$ cat config.mk
export PLATFORM = sky130hd
export DESIGN_NAME = ser_tx_framer
export DESIGN_NICKNAME = d
export VERILOG_FILES = /design/src/rtl/sertx_pkg.sv /design/src/rtl/sertx_ctrl.sv /design/src/rtl/sertx_dpath.sv /design/src/rtl/ser_tx_framer.sv
export SDC_FILE = /design/constraint.sdc
export NUM_CORES = 1
export LEC_CHECK = 0
export BUFFER_PORTS_ARGS = -buffer_cell sky130_fd_sc_hd__buf_2
export CAP_MARGIN = 40
export CORE_ASPECT_RATIO = 1.25
export CORE_UTILIZATION = 25
export DETAILED_ROUTE_END_ITERATION = 8
export PLACE_DENSITY = 0.37
export SLEW_MARGIN = 15
export SYNTH_ARGS = -nofsm -noshare
export SYNTH_HDL_FRONTEND = slang
export SYNTH_HIERARCHICAL = 1
export SYNTH_SLANG_ARGS = --single-unit
$ cat constraint.sdc
create_clock -name clk -period 5.1 [get_ports clk]
set_clock_uncertainty 0.1 [all_clocks]
set_input_delay 0.51 -clock clk [delete_from_list [all_inputs] [get_ports clk]]
set_output_delay 0.51 -clock clk [all_outputs]
set_load 0.02 [all_outputs]
$ cat src/rtl/sertx_pkg.sv
package sertx_pkg;

  localparam int DATA_W = 8;
  localparam int MIN_LEN = 5;

  typedef enum logic [2:0] {
    ST_IDLE,
    ST_START,
    ST_DATA,
    ST_PARITY,
    ST_STOP
  } txState_t;

  typedef struct packed {
    logic loadShift;
    logic shiftBit;
  } txStrobe_t;

endpackage

$ cat src/rtl/sertx_ctrl.sv
module sertx_ctrl
  import sertx_pkg::*;
#(
  parameter int OVERSAMPLE = 16
) (
  input  logic       clk,
  input  logic       rst_n,
  input  logic       baudTick,
  input  logic       holdFull,
  input  logic [1:0] charLen,
  input  logic       parityEn,
  input  logic       stopLong,
  output txStrobe_t  strobe,
  output txState_t   state
);

  localparam int CNT_W = $clog2(2 * OVERSAMPLE + 1);
  localparam logic [CNT_W-1:0] LIM_ONE  = CNT_W'(OVERSAMPLE);
  localparam logic [CNT_W-1:0] LIM_HALF = CNT_W'(OVERSAMPLE + OVERSAMPLE / 2);
  localparam logic [CNT_W-1:0] LIM_TWO  = CNT_W'(2 * OVERSAMPLE);

  txState_t stateNext;
  logic [CNT_W-1:0] tickCnt;
  logic [CNT_W-1:0] bitLimit;
  logic [2:0] bitIdx;
  logic [2:0] lastIdx;
  logic bitEnd;

  // Length of the current bit in enables; the stop period stretches
  always_comb begin
    bitLimit = LIM_ONE;
    if (state == ST_STOP && stopLong) begin
      bitLimit = (charLen == 2'b00) ? LIM_HALF : LIM_TWO;
    end
  end

  assign lastIdx = 3'(MIN_LEN - 1) + {1'b0, charLen};
  assign bitEnd  = baudTick && (tickCnt == bitLimit - 1'b1);

  always_comb begin
    stateNext        = state;
    strobe.loadShift = 1'b0;
    strobe.shiftBit  = 1'b0;
    case (state)
      ST_IDLE: begin
        if (holdFull) begin
          strobe.loadShift = 1'b1;
          stateNext        = ST_START;
        end
      end
      ST_START: begin
        if (bitEnd) stateNext = ST_DATA;
      end
      ST_DATA: begin
        if (bitEnd) begin
          strobe.shiftBit = 1'b1;
          if (bitIdx == lastIdx) stateNext = parityEn ? ST_PARITY : ST_STOP;
        end
      end
      ST_PARITY: begin
        if (bitEnd) stateNext = ST_STOP;
      end
      ST_STOP: begin
        if (bitEnd) begin
          if (holdFull) begin
            strobe.loadShift = 1'b1;
            stateNext        = ST_START;
          end else begin
            stateNext = ST_IDLE;
          end
        end
      end
      default: stateNext = ST_IDLE;
    endcase
  end

  always_ff @(posedge clk or negedge rst_n) begin
    if (!rst_n) begin
      state   <= ST_IDLE;
      tickCnt <= '0;
      bitIdx  <= '0;
    end else begin
      state <= stateNext;
      if (strobe.loadShift || bitEnd) begin
        tickCnt <= '0;
      end else if (baudTick && state != ST_IDLE) begin
        tickCnt <= tickCnt + 1'b1;
      end
      if (state != ST_DATA) begin
        bitIdx <= '0;
      end else if (strobe.shiftBit) begin
        bitIdx <= bitIdx + 1'b1;
      end
    end
  end

endmodule

$ cat src/rtl/sertx_dpath.sv
module sertx_dpath
  import sertx_pkg::*;
(
  input  logic              clk,
  input  logic              rst_n,
  input  txStrobe_t         strobe,
  input  txState_t          state,
  input  logic              wrEn,
  input  logic [DATA_W-1:0] wrData,
  input  logic [1:0]        charLen,
  input  logic              parityOdd,
  input  logic              breakCtl,
  input  logic              loopEn,
  output logic              holdFull,
  output logic              overrun,
  output logic              txPin,
  output logic              loopTap
);

  logic [DATA_W-1:0] holdReg;
  logic [DATA_W-1:0] shiftReg;
  logic [DATA_W-1:0] lenMask;
  logic parityBit;
  logic serialBit;
  logic streamBit;

  // Keep only the selected data bits for the parity sum
  always_comb begin
    for (int i = 0; i < DATA_W; i++) begin
      lenMask[i] = (i < MIN_LEN + int'(charLen));
    end
  end

  always_ff @(posedge clk or negedge rst_n) begin
    if (!rst_n) begin
      holdReg  <= '0;
      holdFull <= 1'b0;
      overrun  <= 1'b0;
    end else begin
      if (wrEn) begin
        if (holdFull) begin
          overrun <= 1'b1;
        end else begin
          holdReg  <= wrData;
          holdFull <= 1'b1;
        end
      end
      if (strobe.loadShift) holdFull <= 1'b0;
    end
  end

  always_ff @(posedge clk or negedge rst_n) begin
    if (!rst_n) begin
      shiftReg  <= '0;
      parityBit <= 1'b0;
    end else if (strobe.loadShift) begin
      shiftReg  <= holdReg;
      parityBit <= (^(holdReg & lenMask)) ^ parityOdd;
    end else if (strobe.shiftBit) begin
      shiftReg <= {1'b0, shiftReg[DATA_W-1:1]};
    end
  end

  always_comb begin
    case (state)
      ST_START:  serialBit = 1'b0;
      ST_DATA:   serialBit = shiftReg[0];
      ST_PARITY: serialBit = parityBit;
      default:   serialBit = 1'b1;
    endcase
  end

  assign streamBit = breakCtl ? 1'b0 : serialBit;
  assign txPin     = loopEn ? 1'b1 : streamBit;
  assign loopTap   = loopEn ? streamBit : 1'b1;

endmodule

$ cat src/rtl/ser_tx_framer.sv
module ser_tx_framer
  import sertx_pkg::*;
#(
  parameter int OVERSAMPLE = 16
) (
  input  logic       clk,
  input  logic       rst_n,
  input  logic       baudTick,
  input  logic       wrEn,
  input  logic [7:0] wrData,
  input  logic [1:0] charLen,
  input  logic       parityEn,
  input  logic       parityOdd,
  input  logic       stopLong,
  input  logic       breakCtl,
  input  logic       loopEn,
  output logic       txPin,
  output logic       loopTap,
  output logic       holdEmpty,
  output logic       txEmpty,
  output logic       overrun
);

  txStrobe_t strobe;
  txState_t  state;
  logic      holdFull;

  sertx_ctrl #(.OVERSAMPLE(OVERSAMPLE)) u_ctrl (
    .clk      (clk),
    .rst_n    (rst_n),
    .baudTick (baudTick),
    .holdFull (holdFull),
    .charLen  (charLen),
    .parityEn (parityEn),
    .stopLong (stopLong),
    .strobe   (strobe),
    .state    (state)
  );

  sertx_dpath u_dpath (
    .clk       (clk),
    .rst_n     (rst_n),
    .strobe    (strobe),
    .state     (state),
    .wrEn      (wrEn),
    .wrData    (wrData),
    .charLen   (charLen),
    .parityOdd (parityOdd),
    .breakCtl  (breakCtl),
    .loopEn    (loopEn),
    .holdFull  (holdFull),
    .overrun   (overrun),
    .txPin     (txPin),
    .loopTap   (loopTap)
  );

  assign holdEmpty = !holdFull;
  assign txEmpty   = !holdFull && (state == ST_IDLE);

endmodule

---- Yosys cells after proc, flatten, opt, wreduce, memory -nomap -nowiden ----
Index checks and enable logic that the tools add are counted.
cells by class
  mux-type cells .......................... 28
  equality and inequality tests ........... 13
  magnitude comparators ................... 8
  bitwise gates (word level) .............. 3
  reductions and logical operators ........ 17
  $add $sub $neg .......................... 5
operators with widths
  cell                                                                          count
  4-bit by 32-bit less-than comparator with 1-bit output, first input constant  4
  3-bit by 32-bit less-than comparator with 1-bit output, first input constant  2
  2-bit by 32-bit less-than comparator with 1-bit output, first input constant  1
  3-bit two-way mux                                                             9
  6-bit two-way mux                                                             4
  8-bit two-way mux                                                             2
  3-bit one-hot mux with 5 select lines                                         1
  2-bit by 1-bit inequality test with 1-bit output, second input constant       6
  1-bit two-way mux                                                             10
  8-bit AND                                                                     1
  2-bit nonzero test                                                            4
  8-bit XOR reduction                                                           1
  6-bit by 1-bit adder with 6-bit output, second input constant                 1
  3-bit by 2-bit == test with 1-bit output, second input constant               2
  6-bit == test                                                                 1
  6-bit AND reduction                                                           1
  6-bit by 1-bit subtractor with 6-bit output, second input constant            1
  3-bit by 2-bit adder with 4-bit output, first input constant                  1
  1-bit logical AND                                                             4
  1-bit by 4-bit less-than comparator with 1-bit output, first input constant   1
  2-bit AND reduction                                                           2
  3-bit by 1-bit adder with 3-bit output, second input constant                 1
  3-bit by 2-bit adder with 3-bit output, first input constant                  1
  3-bit by 1-bit == test with 1-bit output, second input constant               1
  other kinds (12)                                                              12
word-level totals
  register bits ........................... 31
  word-level logic and storage cells ...... 82
  output and inout bits ................... 5

---- Depth between registers and ports, before layout ----
  depth in word-level cells ............... 10
  depth in mapped cells ................... 10

---- By module ----
The synthesis kept the hierarchy.
modules (own cells, without submodules)
  module         times used  cells each  sequential area each (um2)  area an instance (um2)
  sertx_dpath    1           77          475.5                       883.3
  sertx_ctrl     1           72          300.3                       755.7
  ser_tx_framer  1           2           0.0                         16.3

---- Worst setup path after synthesis ----
Ideal clock, no wire load.
  kind .................................... input port to flip-flop
  start point ............................. input port charLen[0]
  end point ............................... register u_dpath.parityBit
  arrival ................................. 2.126 ns
  buffers on the path ..................... 3
  required time ........................... 4.863 ns
  cell stages on the path ................. 8
  slack ................................... 2.737 ns
  cells stage by stage .................... or4b_1 > a21boi_2 > o21ai_2 > buf_6 > a21oi_1 > clkbuf_1 > clkbuf_1 > a21oi_1
RTL lines
  item                    line                 source
  start: declaration      ser_tx_framer.sv:11  input logic [1:0] charLen,
  end signal: assignment  sertx_dpath.sv:58    parityBit <= (^(holdReg & lenMask)) ^ parityOdd;
  end: declaration        sertx_dpath.sv:23    logic parityBit;

==> results.cfg <==
[global_route]
globalRoute.totalOverflow = 0
grt_pass1_vias = 1165
grt_first_pass_wirelength_um = 5809
largest_net_degree_at_the_start_of_global_routing = 32
antenna_found_initial = 0
grtUsageTotal_pct = 11.42

[cells_and_area]
final_nets = 196
final_util_pct = 30.69
multiInputGateArea_um2 = 812.0
num_antenna_cells = 0
area_growth_syn_to_layout_pct = 16.55
finish.cell_count_without_fillers = 261
final_layout_size_suffix_gt1_share_pct = 27.84
seq_area_um2 = 775.7
post-route-cell-area_um2 = 1929
fillCellCount = 673

[floorplanning]
height_of_the_die_um = 92.98
floorplan.initialDensity_pct = 26.33
die_width_um = 74.78
placeableCoreArea_um2 = 6286
die_area_um2 = 6953
io_pins = 24
rows = 32

[power_and_ir_drop]
net-switching-power_mw = 0.3072
clkPwrFrac_pct = 22.8
power_frac_seq_pct = 44.7
power.density_cell_area_nw_per_um2 = 490.6
combPwrFrac_pct = 32.5
power.ir.vdd_worst_uv = 194.0
netSwitchingFraction_pct = 32.46
totalPowerFinal_mw = 0.9465
power.internal_mw = 0.6393
total_leakage_power_nw = 0.8241

[cts]
total_clock_buffers_created_by_cts = 5
clkSinkCount = 31
root_buffer = sky130_fd_sc_hd__clkbuf_8
setup_fix_buffers_added_after_clock_tree_synthesis = 0
clock_latency_ns = 0.28
cts.htree.levels = 2
tritoncts = built
holdBufCountCts = 0
cts_repair_resize_count = 0
cts.path.max_buffers = 2
path_clk_slew_ns = 0.07

[synthesis]
synth-compound-area-share_pct = 12.62
yosysUniqueCellTypes = 45
synth.top_cells.by_area = sky130_fd_sc_hd__dfrtp_1 (47%), sky130_fd_sc_hd__mux2i_1 (6.0%), sky130_fd_sc_hd__mux2_2 (5.4%)
synth_nets = 172
post_synth.cell_area_avg_um2 = 10.96
synth_top_family_by_area = simple AND/OR/NAND/NOR gates
synth_async_sr_flop_share_pct = 100.0
synthXorXnorAreaFrac_pct = 8.239
yosys.area.top_type = sky130_fd_sc_hd__dfrtp_1
mappedNetlistArea_um2 = 1655
synth_common_cells = sky130_fd_sc_hd__dfrtp_1 (31), sky130_fd_sc_hd__nor2_1 (15), sky130_fd_sc_hd__nand2_1 (13)
synth_enable_flop_cells = 0
ys.flop_type = sky130_fd_sc_hd__dfrtp_1
synth_area_in_adders_pct = 1.512
yosys.area_share.simple_pct = 15.19
synth.top_cell.area_share_pct = 46.86
synth.yosys.seq_area_share_pct = 46.86
yosys-mux-area-fraction_pct = 11.49
ys_seq_elements = 31
netlist_instances = 151
leading_cell_type_by_number_of_instances_after_synthesis = sky130_fd_sc_hd__dfrtp_1
synth-warning-count = 6

[setup_path]
crit_path_cell_trace = and4bb_2 > nor3b_1 > o21ai_2 > nor2_1 > mux2i_1 > o21ai_0
required_ns = 5.13
worst_r2r_endpoint = u_dpath/shiftReg[6]
critPathLaunchType = register
worst_path_dominant_cell_family = simple AND/OR/NAND/NOR gates
crit-reg2reg-launch = u_ctrl/state[1]
crit_fanout = 14
logic_depth_of_the_worst_setup_path_including_buffers = 6
rrSetupSlack_ns = 2.32
crit_start = u_ctrl/state[1]
path_class = reg2reg
critPathCapture = u_dpath/shiftReg[6]
critPathMaxStageDelay_ns = 0.68
buffers_plus_inverters_on_the_worst_setup_path = 0
arrival_ns = 2.81
worstSetupEndpointType = register
slowest_stage = sky130_fd_sc_hd__nor2_1
ff2ff_path_depth = 6

[sta]
setup_violations = 0
fin_worst_hold_slack_ns = 0.1735
final_critical_path_required_period_ns = 2.781
final_critical_path_setup_slack_ns = 2.319
fin_setup_tns_ns = 0
hold_viol_final = 0
final-max-slew-violation-count = 0
worst_tran_pin_value_ns = 0.7997
setup_repair_after_global_routing_missed_its_margin = false
max_freq_ghz = 0.3596
timing.max_slew.rel_slack_pct = 46.49
layout_worst_path_cycle_share_pct = 54.53

[drt]
drt_iter0_drc = 71
mean_routed_wirelength_per_cell_um = 13.18
drt_drc_violations_left = 0
detailedRoute.firstPassIterationCount = 4
number_of_vias_per_cell = 4.448
routed_wl_um = 3440
antenna_nets_post_route = 0
num_vias = 1161

[placed_design]
detailedPlacementHpwl_um = 2537
placement.cell_area_um2 = 1829
port_buffers = 23
place.detailed.instances = 253
place_ws_ns = 2.284
place.gp.congestion = 0.7213

[job]
maxCapViolCount = 0

[status]
outcome = completed

[hold_path]
worst_hold_path_type = in2async
==> cells in the final DEF, fill, tap and decap left out, types with 2 or more instances in the layout <==
cell / count
sky130_fd_sc_hd__xnor2_1: 10
sky130_fd_sc_hd__buf_2: 24
sky130_fd_sc_hd__o21ai_0: 11
sky130_fd_sc_hd__dfrtp_1: 31
sky130_fd_sc_hd__nand3_1: 3
sky130_fd_sc_hd__mux2i_1: 10
sky130_fd_sc_hd__nand2_1: 13
sky130_fd_sc_hd__clkbuf_8: 7
sky130_fd_sc_hd__nor2b_1: 2
sky130_fd_sc_hd__ha_1: 2
sky130_fd_sc_hd__o211ai_1: 2
sky130_fd_sc_hd__nor2_1: 15
sky130_fd_sc_hd__inv_1: 2
sky130_fd_sc_hd__nand2b_1: 2
sky130_fd_sc_hd__mux2_2: 8
sky130_fd_sc_hd__a21oi_1: 4
sky130_fd_sc_hd__xor2_1: 3
==> cell families after synthesis <==
kind of cell,count (synthesis)
XOR/XNOR,14
buffers and inverters,10
adder cells (fa/ha/maj),2
multiplexers,18
AND/OR/NAND/NOR,46
AO/OA/AOI/OAI,30
flip-flops,31
==> power by group through the flow <==
| stage | combinational [mW] | clock, mW | sequential, mW |
|---|---|---|---|
| CTS | 0.316 | 0.225 | 0.426 |
| global route | 0.340 | 0.237 | 0.439 |
| finish | 0.308 | 0.215 | 0.423 |
| detailed placement | 0.314 | 0 | 0.431 |
| floorplan | 0.275 | 0 | 0.392 |
| global placement | 0.304 | 0 | 0.429 |
==> flip-flops by register name, indices dropped and copies added, names as in the netlist <==
signal and count:
u_ctrl/bitIdx 3, u_ctrl/state 3, u_ctrl/tickCnt 6, u_dpath/holdFull 1, u_dpath/holdReg 8, u_dpath/overrun 1
u_dpath/parityBit 1, u_dpath/shiftReg 8
==> worst min path at each step <==
stage / start / end / slack [ns] / cells after the start
2_1_floorplan: rst_n / u_ctrl/bitIdx[0] / 0.11 / 0
3_3_place_gp: u_dpath/overrun / u_dpath/overrun / 0.34 / 1
3_5_place_dp: u_dpath/overrun / u_dpath/overrun / 0.35 / 1
4_1_cts: rst_n / u_ctrl/tickCnt[5] / 0.20 / 1
5_1_grt: rst_n / u_ctrl/tickCnt[5] / 0.23 / 1
6_report: rst_n / u_ctrl/tickCnt[0] / 0.17 / 1
==> layer usage <==
| metal | global-route usage (%) | wire length [um] |
|---|---|---|
| met1 | 14.34 | 1553 |
| met2 | 17.87 | 1681 |
| met3 | 2.909 | 139 |
| met5 | 0 | 0 |
| met4 | 5.660 | 67 |
==> layout make-up <==
cell class | instances | share of cell area, %
timing repair buffer | 25 | 6.615
multi-input combinational | 110 | 42.09
tap | 85 | 5.512
inverter | 2 | 0.3891
clock buffer | 8 | 5.188
sequential | 31 | 40.21
Power figures use the tool's default switching activity.
